### src/rtl/gip_pkg.sv
package gip_pkg;
  // number of flops in the reset release synchroniser
  localparam int unsigned GIP_SYNC_STAGES = 2;

  // true when any bit of a collision pattern is set at a latency inside width w
  function automatic logic gip_any_set(input logic [63:0] pat, input int unsigned w);
    logic r;
    r = 1'b0;
    for (int unsigned i = 0; i < 64; i++) begin
      if (i < w) r = r | pat[i];
    end
    return r;
  endfunction
endpackage

### src/rtl/gip_rst_sync.sv
module gip_rst_sync #(
  parameter int unsigned STAGES = 2
) (
  input  logic clk,
  input  logic rst_n,
  output logic run
);
  localparam int unsigned LAST = STAGES - 1;

  logic [STAGES-1:0] sync_q;
  logic [STAGES-1:0] sync_d;

  generate
    if (STAGES == 1) begin : g_one
      always_comb sync_d = 1'b1;
    end else begin : g_many
      always_comb sync_d = {sync_q[STAGES-2:0], 1'b1};
    end
  endgenerate

  always_ff @(posedge clk or negedge rst_n) begin
    if (!rst_n) sync_q <= '0;
    else        sync_q <= sync_d;
  end

  assign run = sync_q[LAST];
endmodule

### src/rtl/gip_coll_shreg.sv
module gip_coll_shreg #(
  parameter int unsigned          VEC_W = 7,
  parameter logic [VEC_W-1:0]     ICV   = 7'b1011010
) (
  input  logic             clk,
  input  logic             rst_n,
  input  logic             clr,
  input  logic             en,
  input  logic             merge,
  output logic [VEC_W-1:0] vec
);
  localparam int unsigned TOP = VEC_W - 1;

  logic [VEC_W-1:0] vec_d;

  // next state: move one place toward bit 0, zero fill, OR in pattern on a start
  generate
    for (genvar i = 0; i < VEC_W; i++) begin : g_bit
      if (i == TOP) begin : g_top
        if (ICV[i]) begin : g_or
          always_comb vec_d[i] = merge;
        end else begin : g_zero
          always_comb vec_d[i] = 1'b0;
        end
      end else begin : g_mid
        if (ICV[i]) begin : g_or
          always_comb vec_d[i] = vec[i+1] | merge;
        end else begin : g_pass
          always_comb vec_d[i] = vec[i+1];
        end
      end
    end
  endgenerate

  always_ff @(posedge clk or negedge rst_n) begin
    if (!rst_n)   vec <= '0;
    else if (clr) vec <= '0;
    else if (en)  vec <= vec_d;
  end
endmodule

### src/rtl/gip_grant.sv
module gip_grant (
  input  logic run,
  input  logic dai,
  input  logic slot_busy,
  output logic initiate
);
  always_comb initiate = run & dai & ~slot_busy;
endmodule

### src/rtl/greedy_init_ctrl.sv
module greedy_init_ctrl #(
  parameter int unsigned      VEC_W = 7,
  parameter logic [VEC_W-1:0] ICV   = 7'b1011010
) (
  input  logic clk,
  input  logic rst_n,
  input  logic dai,
  output logic initiate
);
  import gip_pkg::*;

  logic             run;
  logic [VEC_W-1:0] vec;

  gip_rst_sync #(.STAGES(GIP_SYNC_STAGES)) u_sync (
    .clk   (clk),
    .rst_n (rst_n),
    .run   (run)
  );

  gip_coll_shreg #(.VEC_W(VEC_W), .ICV(ICV)) u_shreg (
    .clk   (clk),
    .rst_n (rst_n),
    .clr   (~run),
    .en    (run),
    .merge (initiate),
    .vec   (vec)
  );

  gip_grant u_grant (
    .run       (run),
    .dai       (dai),
    .slot_busy (vec[0]),
    .initiate  (initiate)
  );
endmodule

### config.mk
export PLATFORM = sky130hd
export DESIGN_NAME = greedy_init_ctrl
export DESIGN_NICKNAME = d
export VERILOG_FILES = /design/src/rtl/gip_pkg.sv /design/src/rtl/gip_rst_sync.sv /design/src/rtl/gip_coll_shreg.sv /design/src/rtl/gip_grant.sv /design/src/rtl/greedy_init_ctrl.sv
export SDC_FILE = /design/constraint.sdc
export NUM_CORES = 1
export LEC_CHECK = 0
export ABC_AREA = 1
export BUFFER_PORTS_ARGS = -buffer_cell sky130_fd_sc_hd__buf_2
export CORE_AREA = 2 2 39 41
export DETAILED_ROUTE_END_ITERATION = 7
export DIE_AREA = 0 0 41 43
export SYNTH_ARGS = -nofsm -noshare
export SYNTH_HDL_FRONTEND = slang
export SYNTH_SLANG_ARGS = --single-unit
### constraint.sdc
create_clock -name clk -period 2.3 [get_ports clk]
set_input_delay 0.69 -clock clk [delete_from_list [all_inputs] [get_ports clk]]
set_output_delay 0.69 -clock clk [all_outputs]
set_load 0.01 [all_outputs]
==> impl_metrics.py <==
metrics = {
    "run_status": {
        "status": "complete, no violations",
    },
    "worst_setup_path": {
        "endpoint_kind": "output port",
        "crit_type": "in -> out",
        "r2r_end": "u_shreg.vec[3]",
        "rr_startpoint": "u_sync.sync_q[1]",
        "worstPathArrival_ns": 1.09,
        "rr_worst_depth": 2,
        "path_max_fanout": 5,
        "r2r_slack_ns": 1.51,
        "crit_required_ns": 1.61,
        "worst_setup_path_start_kind": "input port",
    },
    "place": {
        "place.gp.congestion": 0.696,
        "portBuffers": 3,
        "place_hpwl_um": 263,
        "place_ws_ns": 0.523,
    },
    "yosys": {
        "ys_seq_elements": 9,
        "syn_area_um2": 295,
        "ys.flop_type": "dfrtp_1",
        "synth-xor-area-share_pct": 0,
        "synth_top_family_by_area": "simple AND/OR/NAND/NOR gates",
        "synth.avg_cell_area_um2": 11.4,
        "synth-simple-area-share_pct": 14.8,
        "synth_area_leader_cell": "dfrtp_1",
        "synth.area.top_cells": "dfrtp_1 (76%), nand2_1 (11%), inv_1 (7.6%), nand3_2 (3.4%), conb_1 (1.3%)",
        "synthCells": 26,
        "ys.warnings.count": 0,
        "synth_cell_type_count": 5,
        "synth_edf_count": 0,
        "synthAdderAreaFrac_pct": 0,
        "synth_top_area_share_pct": 76.3,
        "synthArstFlopShare_pct": 100,
        "syn-num-nets": 29,
        "synth_top_cells_by_count": "dfrtp_1 (9), nand2_1 (9), inv_1 (6)",
        "synth.area.mux_share_pct": 0,
        "seq_area_frac_synth_pct": 76.3,
        "synth-compound-area-share_pct": 0,
    },
    "global_route": {
        "grt_max_degree": 10,
        "grt_pass1_wl_um": 676,
        "grt_use_total_pct": 6.52,
        "overflow": 0,
        "grt_pass1_vias": 158,
        "antenna_found_initial": 0,
    },
    "clock_network": {
        "clock_sinks": 9,
        "post_cts_buffers": 0,
        "hold_buffers": 0,
        "cts_root_buffer": "clkbuf_4",
        "h-tree-depth": 1,
        "cts_buffers": 3,
        "clk_latency_ns": 0.26,
        "clockBufferDepth": 2,
        "cts_tree": "done",
        "cts.clk_slew.worst_paths_ns": 0.06,
        "cts_resized": 0,
    },
    "pwr": {
        "ir_drop_v": 0.000232,
        "p_leak_nw": 0.218,
        "p_per_area_nw_per_um2": 857,
    },
    "timing": {
        "finalSetupViolCount": 0,
        "rsz0062_at_grt": "false",
        "finalCritPeriodShare_pct": 77.4,
        "setup_tns_ns": 0,
        "maxSlewViolCount": 0,
        "worst_slack_ns": 0.520,
        "skew_ns": 0.00256,
        "min_period_ns": 1.78,
        "clock.fmax_mhz": 562,
        "worst_hold_slack_ns": 0.268,
        "hold_violations": 0,
    },
    "detailed_routing": {
        "met3_wirelength_um": 28,
        "drt_iter0_markers": 1,
        "top_layer": "met4",
        "drt-met1-wl_um": 205,
        "route.detailed.drc": 0,
        "vias": 170,
        "wl_um": 399,
        "wl_met2_um": 152,
        "firstDrtPassIters": 2,
        "postRouteAntennaNets": 0,
        "wl_per_cell_um": 8.14,
        "vias_per_cell": 3.47,
    },
    "floorplan": {
        "num_rows": 14,
        "ios": 4,
        "die_y_um": 43,
        "die_w_um": 41,
        "core_region_area_um2": 1380,
        "initial_core_util_pct": 21.3,
        "dieArea_um2": 1760,
    },
    "layout": {
        "fillerInstances": 156,
        "syn_to_final_growth_pct": 20.8,
        "nNetsFinal": 37,
        "insertedDiodeCount": 0,
        "drive_above_1_share_pct": 21.2,
    },
    "job": {
        "maxCapViolCount": 0,
    },
    "hold_path": {
        "hold_path_class": "in -> async",
    },
}
==> metal layers <==
| layer | global-route usage [%] | vias up |
|---|---|---|
| met2 | 5.63 | 6 |
| met4 | 8.00 | 0 |
| met1 | 9.43 | 78 |
| met3 | 3.14 | 2 |
| met5 | 0 | - |
| li1 | - | 84 |
==> per-stage QoR <==
| step | utilization [%] | total power [W] | instance area [um2] | instances |
|---|---|---|---|---|
| 6_report | 25.8 | 0.000306 | 357 | 49 |
| 2_1_floorplan | - | 0.000181 | 295 | 26 |
| 3_5_place_dp | 23.9 | 0.000190 | 330 | 45 |
| 4_1_cts | 25.8 | 0.000314 | 357 | 49 |
| 5_1_grt | 25.8 | 0.000328 | 357 | 49 |
| 3_3_place_gp | 23.9 | 0.000189 | 330 | 45 |
==> cells in the final DEF, fill, tap and decap left out, drive strengths merged <==
cell type  n
nand2      9
conb       1
nand3      1
buf        3
dfrtp      9
clkbuf     4
inv        6
==> area by class of cell <==
cell class                      instances  area, um2  share of cell area (%)
Tap cell                               16       20.0                    5.61
Clock buffer                            4       26.3                    7.37
Timing Repair Buffer                    3       15.0                    4.21
Sequential cell                         9        225                    63.2
Inverter                                6       22.5                    6.32
Multi-Input combinational cell         11       47.5                    13.3
==> logic make-up (layout without fill, tap and decap cells) <==
group / Yosys count / count (layout)
buffers and inverters: 6 / 13
and+or+nand+nor: 10 / 10
other: 1 / 1
DFF: 9 / 9
==> sequential cells by signal (all words and copies together), names as in the netlist <==
signal and cells:
u_shreg.vec 7, u_sync.sync_q 2
==> report_power, final <==
part           switching (W)   total, W  leakage, nW  internal, W
clock network      0.0000527   0.000119       0.0150    0.0000667
registers         0.00000415   0.000172        0.115     0.000168
logic             0.00000906  0.0000140       0.0881   0.00000498
total              0.0000659   0.000306        0.218     0.000240
==> how the worst max path moves through the flow <==
stage | from | to | slack, ns | cells after the start
floorplan | dai | initiate | 0.72 | 2
global placement | dai | initiate | 0.52 | 4
detailed placement | dai | initiate | 0.52 | 4
CTS | u_sync.sync_q[1] | initiate | 0.52 | 3
global route | u_sync.sync_q[1] | initiate | 0.43 | 3
finish | dai | initiate | 0.52 | 4
==> worst max-delay path: stages <==
cell     delay [ns]
buf_2          0.08
nand3_2        0.12
inv_1          0.07
buf_2          0.12
(Power assumes the default switching activity.)
